**config.mk**
```make
export PLATFORM = sky130hd
export DESIGN_NAME = radix4_array_mul
export DESIGN_NICKNAME = d
export VERILOG_FILES = /design/src/rtl/mul_pkg.sv /design/src/rtl/booth_enc.sv /design/src/rtl/pp_row.sv /design/src/rtl/csa_row.sv /design/src/rtl/ripple_cpa.sv /design/src/rtl/radix4_array_mul.sv
export SDC_FILE = /design/constraint.sdc
export NUM_CORES = 1
export LEC_CHECK = 0
export BUFFER_PORTS_ARGS = -buffer_cell sky130_fd_sc_hd__buf_2
export CORE_ASPECT_RATIO = 0.7
export CORE_UTILIZATION = 52
export CTS_CLUSTER_SIZE = 14
export DETAILED_ROUTE_END_ITERATION = 7
export PLACE_DENSITY = 0.71
export SETUP_SLACK_MARGIN = 0.5
export SLEW_MARGIN = 20
export SYNTH_ARGS = -nofsm -noshare
export SYNTH_HDL_FRONTEND = slang
export SYNTH_SLANG_ARGS = --single-unit
```
**constraint.sdc**
```tcl
create_clock -name clk -period 0.8 [get_ports clk]
set_input_delay 0.12 -clock clk [delete_from_list [all_inputs] [get_ports clk]]
set_output_delay 0.12 -clock clk [all_outputs]
set_load 0.01 [all_outputs]
```
**src/rtl/mul_pkg.sv**
```systemverilog
package mul_pkg;

    // One recoded radix-4 digit: magnitude select plus sign
    typedef struct packed {
        logic neg;
        logic two;
        logic one;
    } bdigit_t;

endpackage

```
**src/rtl/booth_enc.sv**
```systemverilog
module booth_enc
    import mul_pkg::*;
(
    input  logic [2:0] grp,
    output bdigit_t    dig
);

    always_comb begin
        dig.one = grp[1] ^ grp[0];
        dig.two = (grp[2] & ~grp[1] & ~grp[0]) | (~grp[2] & grp[1] & grp[0]);
        dig.neg = grp[2] & ~(grp[1] & grp[0]);
    end

    // never both magnitudes, negate only with a nonzero magnitude
    always_comb begin
        assert_digit_onehot_R3: assert ($onehot0({dig.one, dig.two}))
            else $error("booth digit selects both magnitudes");
        assert_neg_nonzero_R3: assert (!dig.neg || dig.one || dig.two)
            else $error("negate flag on a zero digit");
    end

endmodule

```
**src/rtl/pp_row.sv**
```systemverilog
module pp_row
    import mul_pkg::*;
#(
    parameter int W   = 12,
    parameter int ROW = 0,
    parameter int ND  = W / 2
) (
    input  logic [W-1:0]   a,
    input  bdigit_t        dig,
    output logic [2*W-1:0] row
);

    localparam int PW  = 2 * W;
    localparam int LSB = 2 * ROW;

    logic [W:0] mag;
    logic [W:0] sel;
    logic       e;

    // magnitude select and bitwise inversion for negative digits
    always_comb begin
        if (dig.two)      mag = {a, 1'b0};
        else if (dig.one) mag = {a[W-1], a};
        else              mag = '0;
        sel = mag ^ {(W+1){dig.neg}};
        e   = sel[W];
    end

    // sign-generate extension, variant chosen by row position
    generate
        if (ROW == 0) begin : g_first
            always_comb begin
                row              = '0;
                row[W:0]         = sel;
                row[W+3:W+1]     = {~e, e, e};
            end
        end else if (ROW == ND - 1) begin : g_last
            always_comb begin
                row              = '0;
                row[LSB +: W+1]  = sel;
                row[PW-1]        = ~e;
            end
        end else begin : g_mid
            always_comb begin
                row                  = '0;
                row[LSB +: W+1]      = sel;
                row[LSB+W+2 -: 2]    = {1'b1, ~e};
            end
        end
    endgenerate

endmodule

```
**src/rtl/csa_row.sv**
```systemverilog
module csa_row #(
    parameter int PW = 24
) (
    input  logic [PW-1:0] x,
    input  logic [PW-1:0] y,
    input  logic [PW-1:0] z,
    output logic [PW-1:0] s,
    output logic [PW-1:0] c
);

    always_comb begin
        s = x ^ y ^ z;
        c = {(x[PW-2:0] & y[PW-2:0]) | (x[PW-2:0] & z[PW-2:0]) |
             (y[PW-2:0] & z[PW-2:0]), 1'b0};
    end

    // 3:2 compression keeps the arithmetic sum
    always_comb begin
        assert_csa_sum_R7: assert (PW'(s + c) == PW'(x + y + z))
            else $error("carry-save row lost value");
    end

endmodule

```
**src/rtl/ripple_cpa.sv**
```systemverilog
module ripple_cpa #(
    parameter int PW = 24
) (
    input  logic [PW-1:0] x,
    input  logic [PW-1:0] y,
    output logic [PW-1:0] sum
);

    logic [PW-1:0] cy;

    assign cy[0] = 1'b0;

    generate
        for (genvar i = 0; i < PW; i++) begin : g_bit
            assign sum[i] = x[i] ^ y[i] ^ cy[i];
            if (i < PW - 1) begin : g_cy
                assign cy[i+1] = (x[i] & y[i]) | (x[i] & cy[i]) | (y[i] & cy[i]);
            end
        end
    endgenerate

    // ripple adder result
    always_comb begin
        assert_cpa_sum_R8: assert (sum == PW'(x + y))
            else $error("carry-propagate adder mismatch");
    end

endmodule

```
**src/rtl/radix4_array_mul.sv**
```systemverilog
module radix4_array_mul
    import mul_pkg::*;
#(
    parameter int W      = 12,
    parameter bit IN_REG = 1'b0
) (
    input  logic           clk,
    input  logic           rst_n,
    input  logic [W-1:0]   op_a,
    input  logic [W-1:0]   op_b,
    output logic [2*W-1:0] prod
);

    localparam int PW   = 2 * W;
    localparam int ND   = W / 2;
    localparam int NOPS = ND + 1;
    localparam int NCSA = NOPS - 2;

    logic [W-1:0] a_s;
    logic [W-1:0] b_s;

    // Optional operand register
    generate
        if (IN_REG) begin : g_inreg
            typedef struct packed {
                logic [W-1:0] a;
                logic [W-1:0] b;
            } in_t;
            in_t in_d, in_q;

            always_comb begin
                in_d.a = op_a;
                in_d.b = op_b;
            end

            always_ff @(posedge clk or negedge rst_n) begin
                if (!rst_n) in_q <= '0;
                else        in_q <= in_d;
            end

            assign a_s = in_q.a;
            assign b_s = in_q.b;
        end else begin : g_direct
            assign a_s = op_a;
            assign b_s = op_b;
        end
    endgenerate

    // implicit zero below the multiplier LSB
    logic [W:0] b_ext;
    assign b_ext = {b_s, 1'b0};

    bdigit_t       digs [ND];
    logic [PW-1:0] rows [ND];
    logic [PW-1:0] ops  [NOPS];

    generate
        for (genvar d = 0; d < ND; d++) begin : g_digit
            booth_enc u_enc (
                .grp (b_ext[2*d +: 3]),
                .dig (digs[d])
            );

            pp_row #(.W(W), .ROW(d), .ND(ND)) u_row (
                .a   (a_s),
                .dig (digs[d]),
                .row (rows[d])
            );

            // add-one of the previous row rides in this row's free column
            if (d == 0) begin : g_op0
                assign ops[d] = rows[d];
            end else begin : g_opn
                assign ops[d] = rows[d] | (PW'(digs[d-1].neg) << (2*(d-1)));
            end
        end
    endgenerate

    assign ops[ND] = PW'(digs[ND-1].neg) << (2*(ND-1));

    // linear carry-save chain
    logic [PW-1:0] s_acc [NCSA+1];
    logic [PW-1:0] c_acc [NCSA+1];

    assign s_acc[0] = ops[0];
    assign c_acc[0] = ops[1];

    generate
        for (genvar k = 0; k < NCSA; k++) begin : g_csa
            csa_row #(.PW(PW)) u_csa (
                .x (s_acc[k]),
                .y (c_acc[k]),
                .z (ops[k+2]),
                .s (s_acc[k+1]),
                .c (c_acc[k+1])
            );
        end
    endgenerate

    logic [PW-1:0] sum_w;

    ripple_cpa #(.PW(PW)) u_cpa (
        .x   (s_acc[NCSA]),
        .y   (c_acc[NCSA]),
        .sum (sum_w)
    );

    // Output register, two-process
    typedef struct packed {
        logic [PW-1:0] prod;
        logic          armed;
    } out_t;

    out_t st_d, st_q;

    always_comb begin
        st_d.prod  = sum_w;
        st_d.armed = 1'b1;
    end

    always_ff @(posedge clk or negedge rst_n) begin
        if (!rst_n) st_q <= '0;
        else        st_q <= st_d;
    end

    assign prod = st_q.prod;

    // registered product matches a signed multiply of the staged operands
    assert_product_R1: assert property (@(posedge clk) disable iff (!rst_n)
        st_q.armed |-> prod == $past(PW'($signed(a_s)) * PW'($signed(b_s))))
        else $error("product mismatch");

    // reset holds the product at zero
    assert_reset_clear_R2: assert property (@(posedge clk)
        !rst_n |-> prod == '0)
        else $error("product not cleared in reset");

endmodule

```
# Word-level counts from Yosys, hierarchy flattened
# Index checks and enable logic that the tools add are counted.
# totals
reg_bits,24
latchBits,0
ramBits,0
mem_bits_ro,0
in_bits,26
out_inout_bits,24
wordCells,274
n_memories,0
# op_classes
add_sub_neg,0
mul,0
div,0
n_lt_le_gt_ge,0
n_eq_ne,0
n_shift,0
n_mux,12
bitwise,261
reduce_logical,0
# op_table
op,count
23-bit OR,10
23-bit AND,8
13-bit two-way mux,12
24-bit bitwise XOR,5
1-bit AND,95
13-bit bitwise XOR,6
1-bit bitwise XOR,50
1-bit OR,47
23-bit by 11-bit AND with 23-bit output,2
23-bit by 21-bit AND with 23-bit output,2
24-bit by 9-bit OR with 24-bit output,1
24-bit by 11-bit bitwise XOR with 24-bit output,1
24-bit by 19-bit bitwise XOR with 24-bit output,1
24-bit by 21-bit bitwise XOR with 24-bit output,1
24-bit by 23-bit bitwise XOR with 24-bit output,1
1-bit NOT,23
23-bit by 7-bit OR with 23-bit output,1
21-bit by 5-bit OR with 21-bit output,1
16-bit by 19-bit AND with 19-bit output,1
17-bit by 19-bit AND with 19-bit output,1
19-bit by 3-bit OR with 19-bit output,1
16-bit by 17-bit AND with 17-bit output,1
17-bit by 1-bit OR with 17-bit output,1
16-bit by 17-bit bitwise XOR with 17-bit output,1

# Logic depth before layout (Yosys ltp)
# Gate-level depths: netlist of run 1.
# depth
ltp_word,88
depth_mapped,35
mapped_depth_nobuf,33

# Hierarchy
# Synthesis of run 1 repeated with hierarchy kept, for this count alone.
# hier_totals
hier_cells,704
area_unflattened_um2,7786.2
# by_module_without_submodules
mod,instances,cells_each,area_each_um2,seq_area_each_um2
pp_row at g_digit[1].u_row ...,4,82,659.4,0.0
csa_row,5,26,495.5,0.0
pp_row at g_digit[0].u_row ...,2,81,655.6,0.0
radix4_array_mul,1,30,635.6,600.6
ripple_cpa,1,24,476.7,0.0
booth_enc,6,5,41.3,0.0

# Least setup slack after synthesis of run 1
# No wires, ideal clock.
# synth_timing
path_type,input-to-reg
start,input op_b[1]
end,register st_q (netlist bit prod[23])
setup_time_ps,122
arrival_time_ps,10629
required_time_ps,678
setup_slack_ps,-9951
path_stages,33
n_path_buf,1
cell_sequence,ha_1 clkbuf_1 nand2_1 or4_1 nand4_1 fa_1 inv_1 fa_1 fa_1 inv_1 ha_1 ha_1 ha_1 inv_1 fa_1 fa_1 fa_1 fa_1 inv_1 fa_1 inv_1 fa_1 fa_1 fa_1 fa_1 fa_1 fa_1 fa_1 fa_1 fa_1 fa_1 fa_1 xor2_1
# synth_via
elab_chain_len,80
elab_cells_between_ends,158
cone_classes,mux (3); bitwise (155)
# synth_rtl
item,line,source
"start, declared",radix4_array_mul.sv:10,"input logic [W-1:0] op_b,"
1-bit NOT,booth_enc.sv:10,dig.two = (grp[2] & ~grp[1] & ~grp[0]) | (~grp[2] & grp[1] & grp[0]);
1-bit AND,booth_enc.sv:10,
1-bit OR,booth_enc.sv:10,
13-bit two-way mux,pp_row.sv:22,"if (dig.two) mag = {a, 1'b0};"
13-bit bitwise XOR,pp_row.sv:25,sel = mag ^ {(W+1){dig.neg}};
17-bit by 1-bit OR with 17-bit output,radix4_array_mul.sv:74,assign ops[d] = rows[d] | (PW'(digs[d-1].neg) << (2*(d-1)));
16-bit by 17-bit bitwise XOR with 17-bit output,csa_row.sv:12,s = x ^ y ^ z;
24-bit by 19-bit bitwise XOR with 24-bit output,csa_row.sv:12,
[... 65 more ...],n/a,
1-bit AND,ripple_cpa.sv:17,assign cy[i+1] = (x[i] & y[i]) | (x[i] & cy[i]) | (y[i] & cy[i]);
1-bit OR,ripple_cpa.sv:17,
1-bit OR *,ripple_cpa.sv:17,
1-bit AND,ripple_cpa.sv:17,
1-bit OR,ripple_cpa.sv:17,
1-bit OR *,ripple_cpa.sv:17,
1-bit bitwise XOR *,ripple_cpa.sv:15,assign sum[i] = x[i] ^ y[i] ^ cy[i];
via sum_w[23],radix4_array_mul.sv:100,logic [PW-1:0] sum_w;
"end signal, assigned",radix4_array_mul.sv:123,else st_q <= st_d;
"end, declared",radix4_array_mul.sv:114,"out_t st_d, st_q;"
# Mark *: on every way through the listed nets, which the timed path passes. The rest lies on a longest branch.

# Final worst setup path of run 1
# layout_timing
start,input op_b[3]
end,register st_q (netlist bit prod[22])
# layout_via
elab_chain_len,78
elab_cells_between_ends,160
cone_classes,mux (3); bitwise (157)
# layout_rtl
item,line
1-bit NOT,booth_enc.sv:10
1-bit AND (2 in series),booth_enc.sv:10
1-bit OR,booth_enc.sv:10
13-bit two-way mux,pp_row.sv:22
13-bit bitwise XOR,pp_row.sv:25
17-bit by 1-bit OR with 17-bit output,radix4_array_mul.sv:74
16-bit by 17-bit bitwise XOR with 17-bit output,csa_row.sv:12
24-bit by 19-bit bitwise XOR with 24-bit output,csa_row.sv:12
[... 59 more ...],n/a
1-bit AND,ripple_cpa.sv:17
1-bit OR (2 in series),ripple_cpa.sv:17
1-bit AND,ripple_cpa.sv:17
1-bit OR (2 in series),ripple_cpa.sv:17
1-bit AND,ripple_cpa.sv:17
1-bit OR (2 in series),ripple_cpa.sv:17
1-bit bitwise XOR *,ripple_cpa.sv:15
via sum_w[22],radix4_array_mul.sv:100
# Marked as above.

==> results.yml, run 1 <==
run_status:
  outcome: "finished with violations"
  violations: "hold timing, setup timing"
grt:
  grt_max_degree: 34
  grt_pass1_wl_um: 31700
  antenna_found_initial: 0
  grt_overflow: 0
  grt_use_total_pct: 32.6
  first_global_vias: 6038
die:
  boundaryPins: 50
  fp.dieW_um: 132
  die_y_um: 92.9
  initial_utilization_pct: 54.6
  rows: 32
  core-area_um2: 11300
  die_area_um2: 12300
timing:
  max_freq_mhz: 111
  hold_viol: 24
  finalCritPeriodShare_pct: 1120
  tightest_slew_ps: 478
  hold_slack_ps: -167
  setup_ws_ps: -8190
  fin_crit_ps: 8990
  setup_viol: 46
  slew_violations: 0
  setup_tns_ps: -107810
  maxSlewHeadroom_pct: 67.8
  rsz0062_at_grt: "yes"
clocking:
  cts.path.max_buffers: 2
  clk_pin_slew_worst_paths_ps: 70
  cts_tree: "yes"
  cts_sinks: 24
  cts_root_buf: "clkbuf_16"
  cts-buffers-inserted: 3
  htreeDepth: 1
power:
  p_comb_share_pct: 83.9
  leakagePower_nw: 3.43
  p_seq_share_pct: 10.5
  p_sw_share_pct: 50.0
  internal_power_mw: 10.9
  clkPwrFrac_pct: 5.6
  p_per_area_nw_per_um2: 2840
  peakVddDrop_uv: 2610
  p_sw_mw: 10.9
placement:
  gp_congestion: 0.949
  port_buffers: 49
  place_hpwl_um: 15500
  dp_cells: 1008
layout:
  instances_no_fill: 1024
  fin_util_pct: 68.4
  largest_reg_flops: 24
  syn2layout_area_growth_pct: 25.3
  nets: 1001
  final_layout_size_suffix_gt1_share_pct: 28.5
  num_antenna_cells: 0
route:
  drc: 0
  vias: 6647
  drtIter0Drc: 760
  wirelength_um: 20200
  viasPerCell: 6.49
  dr.pass1.iters: 7
  postRouteAntennaNets: 0
  wire_per_inst_um: 19.7
worst_setup_path:
  crit_top_cell: "fa_2"
  crit_start: "op_b[3]"
  crit_fanout: 7
  crit_path_top_delay_cell: "fa_2"
  required_ps: 960
  crit_type: "input port to register"
  worstPathArrival_ps: 9150
  endpoint_kind: "register"
  cp-start-kind: "input port"
  cp_slowest_stage_delay_ps: 530
synth:
  synth_area_um2: 6140
  yosys_warnings: 0
  ys_seq_elements: 24
  synth_cell_types: 36
  syn-num-nets: 913
  yosysSeqAreaShare_pct: 9.78
  avgSynthCellArea_um2: 7.83
  syn_inst: 784
flow_run:
  max_cap_viol_count: 0
worst_hold_path:
  hp-class: "input port to async pin"
[worst max path at each step]
stage	endpoint	slack, ps	cells after the start
CTS	prod[22]$_DFF_PN0_	-8140	33
finish	prod[22]$_DFF_PN0_	-8190	33
detailed placement	prod[22]$_DFF_PN0_	-8640	34
global route	prod[22]$_DFF_PN0_	-8340	34
global placement	prod[22]$_DFF_PN0_	-8450	34
floorplan	prod[22]$_DFF_PN0_	-8200	33
[metal layers]
metal / GRT usage [%] / routed length (um) / up-vias
met5: 0 / 0 / -
met4: 7.66 / 330 / 0
met3: 3.83 / 2460 / 33
met2: 48.8 / 8650 / 442
met1: 49.5 / 8730 / 3183
li1: - / - / 2989
[cell families (layout without fill, tap and decap cells)]
group / Yosys count / after routing / synth area share, %
flip-flops: 24 / 24 / 9.78
AND/OR/NAND/NOR: 275 / 275 / 28.3
adder cells (fa/ha/maj): 103 / 103 / 28.9
buffers and inverters: 234 / 321 / 15.1
multiplexers: 1 / 1 / 0.163
XOR/XNOR: 22 / 22 / 3.14
AO/OA/AOI/OAI: 125 / 125 / 14.6
[cell type report]
class / count / area, um2
multi-input combinational: 526 / 4920
fill: 925 / 3550
timing repair buffer: 169 / 1340
sequential: 24 / 601
inverter: 148 / 556
tap: 153 / 191
clock buffer: 4 / 88.8
[power groups by stage]
| stage | logic (mW) | clock network, mW | registers [mW] |
|---|---|---|---|
| floorplan | 11.2 | 0 | 2.64 |
| global placement | 15.7 | 0 | 2.32 |
| detailed placement | 16.7 | 0 | 2.31 |
| CTS | 17.3 | 1.24 | 2.30 |
| global route | 20.7 | 1.29 | 2.34 |
| finish | 18.3 | 1.22 | 2.30 |
[synth_stat cells]
cell type  number  area, um2
a211oi_1       28        210
a21o_1          1       7.51
a21oi_1        17       85.1
a31oi_1         1       6.26
and3b_1         5       43.8
and4_1         12        105
buf_1           4       15.0
buf_2          37        185
buf_4           1       7.51
clkbuf_1       44        165
dfrtp_1        24        601
fa_1           65       1300
ha_1           38        475
inv_1         148        556
mux2i_1         1       10.0
nand2_1        58        218
nand2b_1        4       25.0
nand3b_1        5       37.5
nand4_1        76        475
nor2_1          1       3.75
nor2b_1         5       31.3
nor3_1          1       5.00
nor3b_1         2       15.0
nor3b_2         5       62.6
nor4_1         48        300
nor4b_1        10       87.6
o211ai_1       71        533
o21ai_0         2       10.0
o31ai_1         4       30.0
o31ai_2         1       12.5
or2_1           1       6.26
or3b_1          2       17.5
or3b_2          3       26.3
or4_1          37        278
xnor2_1        19        166
xor2_1          3       26.3
[timing repair]
item	4_1_cts	5_1_grt
setup endpoints to repair	48	48
pin swaps	14	25
endpoints found under the hold margin	24	24
buffers inserted	5	7
resized for setup	56	45
[critical path, delay by kind of cell]
family | cells | cell delay (ps)
adders and majority gates | 20 | 7310
buffers and inverters | 10 | 840
and+or+nand+nor | 3 | 890
[placed cells by master (no fill, tap or decap), types with 3 or more instances in the layout]
cell	n
inv_1	130
buf_4	98
nand4_1	76
o211ai_1	71
nand2_1	56
fa_1	48
nor4_1	46
buf_2	40
or4_1	36
a211oi_1	26
ha_1	26
dfrtp_1	24
buf_6	20
inv_2	18
fa_2	17
xnor2_1	15
a21oi_1	15
and4_1	12
ha_4	12
nor4b_1	10
buf_8	8
nand3b_1	5
o31ai_1	4
xnor2_2	4
nor2b_1	4
xor2_1	3
nor3b_2	3
and3b_1	3
nand2b_1	3
clkbuf_16	3
buf_12	3
[per-stage QoR]
step | setup slack [ps] | power [mW] | instance area (um2) | hold slack [ps]
after detailed placement | -8640 | 19.0 | 7120 | 124
final | -8190 | 21.9 | 7700 | -167
after global routing | -8340 | 24.3 | 7700 | -123
after global placement | -8450 | 18.0 | 7120 | 117
after CTS | -8140 | 20.8 | 7480 | -155
after floorplan | -8200 | 13.8 | 6340 | -176
Note: power is estimated with default switching activity, not from simulation.
==> run 2: changes to the inputs <==
==> constraint.sdc (replaced) <==
create_clock -name clk -period 10.22 [get_ports clk]
set_input_delay 1.533 -clock clk [delete_from_list [all_inputs] [get_ports clk]]
set_output_delay 1.533 -clock clk [all_outputs]
set_load 0.005 [all_outputs]
==> results.yml, run 2 (synthesis gave the netlist of run 1 again) <==
run_status:
  outcome: "finished with violations"
  violations: "setup timing"
worst_setup_path:
  endpoint_kind: "register"
  cp_slowest_stage_delay_ps: 580
  crit_fanout: 7
  critical-path-top-delay-family: "adder cells"
  cp-start-kind: "input port"
  required_ps: 10370
  crit_path_top_delay_cell: "fa_1"
  worstPathArrival_ps: 10540
  crit_type: "input port to register"
  crit_top_cell: "fa_2"
  path_buf_inv: 10
  crit_cells: 33
die:
  core-area_um2: 11300
  fp.dieW_um: 132
  boundaryPins: 50
  die_y_um: 92.9
  rows: 32
  initial_utilization_pct: 54.6
  die_area_um2: 12300
layout:
  final_layout_size_suffix_gt1_share_pct: 22.4
  num_antenna_cells: 0
  fill_cells: 992
  syn2layout_area_growth_pct: 17.3
  design_area_um2: 7200
  layout_commonest_cell: "inv_1"
  instances_no_fill: 991
  nets: 969
  largest_reg_flops: 24
  layout_common_cells: "inv_1 (141), buf_4 (78), nand4_1 (76)"
timing:
  tightest_slew_ps: 1110
  slew_violations: 0
  fin_crit_ps: 10390
  setup_ws_ps: -166
  rsz0062_at_grt: "yes"
  max_freq_mhz: 96.3
  setup_viol: 2
  hold_slack_ps: 1250
  finalCritPeriodShare_pct: 102
  maxSlewHeadroom_pct: 25.8
  hold_viol: 0
clocking:
  holdBufCountCts: 0
  clk_pin_slew_worst_paths_ps: 60
  cts_sinks: 24
  cts-buffers-inserted: 3
  htreeDepth: 1
  cts_tree: "yes"
  cts.path.max_buffers: 2
  cts_root_buf: "clkbuf_16"
power:
  p_per_area_nw_per_um2: 226
  leakagePower_nw: 3.21
  peakVddDrop_uv: 217
route:
  drc: 0
  dr.pass1.iters: 6
  vias: 6508
  wire_per_inst_um: 21.3
  drtIter0Drc: 866
  viasPerCell: 6.57
  postRouteAntennaNets: 0
  wirelength_um: 21100
grt:
  grt_pass1_wl_um: 32700
  antenna_found_initial: 0
  grt_overflow: 0
  first_global_vias: 6047
  grt_use_total_pct: 34.4
  grt_max_degree: 35
flow_run:
  max_cap_viol_count: 0
placement:
  port_buffers: 49
  dp_cells: 983
  gp_congestion: 0.976
  dpl_cell_area_um2: 6900
  dp_slack_ps: -579
  place_hpwl_um: 15800
worst_hold_path:
  hp-class: "input port to async pin"
## run 2: changes by cell type in the layout (fill, tap and decap cells not counted), moves of 4 or more
cell     previous run  this run
xnor2_2             4         0
xnor2_1            15        19
buf_2              40        45
ha_1               26        31
inv_1             130       141
buf_8               8         1
ha_4               12         7
buf_6              20        10
inv_2              18         6
buf_4              98        78
## run 2: per-stage QoR
step	TNS (ps)	power, mW	util [%]
after floorplan	-351	1.06	-
after detailed placement	-1320	1.46	61.4
after CTS	-422	1.57	62.7
after global placement	-910	1.35	61.4
final	-284	1.63	64.0
after global routing	-747	1.85	64.0
## run 2: repair_timing
item                       CTS  global route
pin swaps                    7             7
setup endpoints to repair    4             4
buffers inserted             1             4
hold endpoints to repair     0             0
resized for setup           22            21
## run 2: area by class of cell
| class | count | area, um2 | area share, % |
|---|---|---|---|
| Clock buffer | 3 | 75.1 | 1.04 |
| Tap cell | 153 | 191 | 2.66 |
| Inverter | 148 | 558 | 7.75 |
| Multi-Input combinational cell | 526 | 4780 | 66.3 |
| Sequential cell | 24 | 601 | 8.34 |
| Timing Repair Buffer | 137 | 998 | 13.9 |
## run 2: how the worst max path moves through the flow
stage | from | to
after floorplan | op_b[1] | prod[22]$_DFF_PN0_
after global placement | op_b[3] | prod[22]$_DFF_PN0_
after detailed placement | op_b[4] | prod[22]$_DFF_PN0_
after CTS | op_b[3] | prod[22]$_DFF_PN0_
after global routing | op_b[3] | prod[22]$_DFF_PN0_
final | op_b[3] | prod[22]$_DFF_PN0_
## run 2: report_power, final
part / switching, mW / internal, mW / total, mW / leakage, nW
Sequential: 0.0124 / 0.169 / 0.181 / 0.279
Clock: 0.0309 / 0.0517 / 0.0826 / 0.0370
Combinational: 0.789 / 0.577 / 1.37 / 2.90
## run 2: routing by layer
metal	global-route usage (%)	share of wire [%]	up-vias
met3	8.65	13	57
met2	49.3	42	417
met1	50.7	43	3114
li1	-	-	2920
met4	8.62	2.2	0
met5	0	0	-
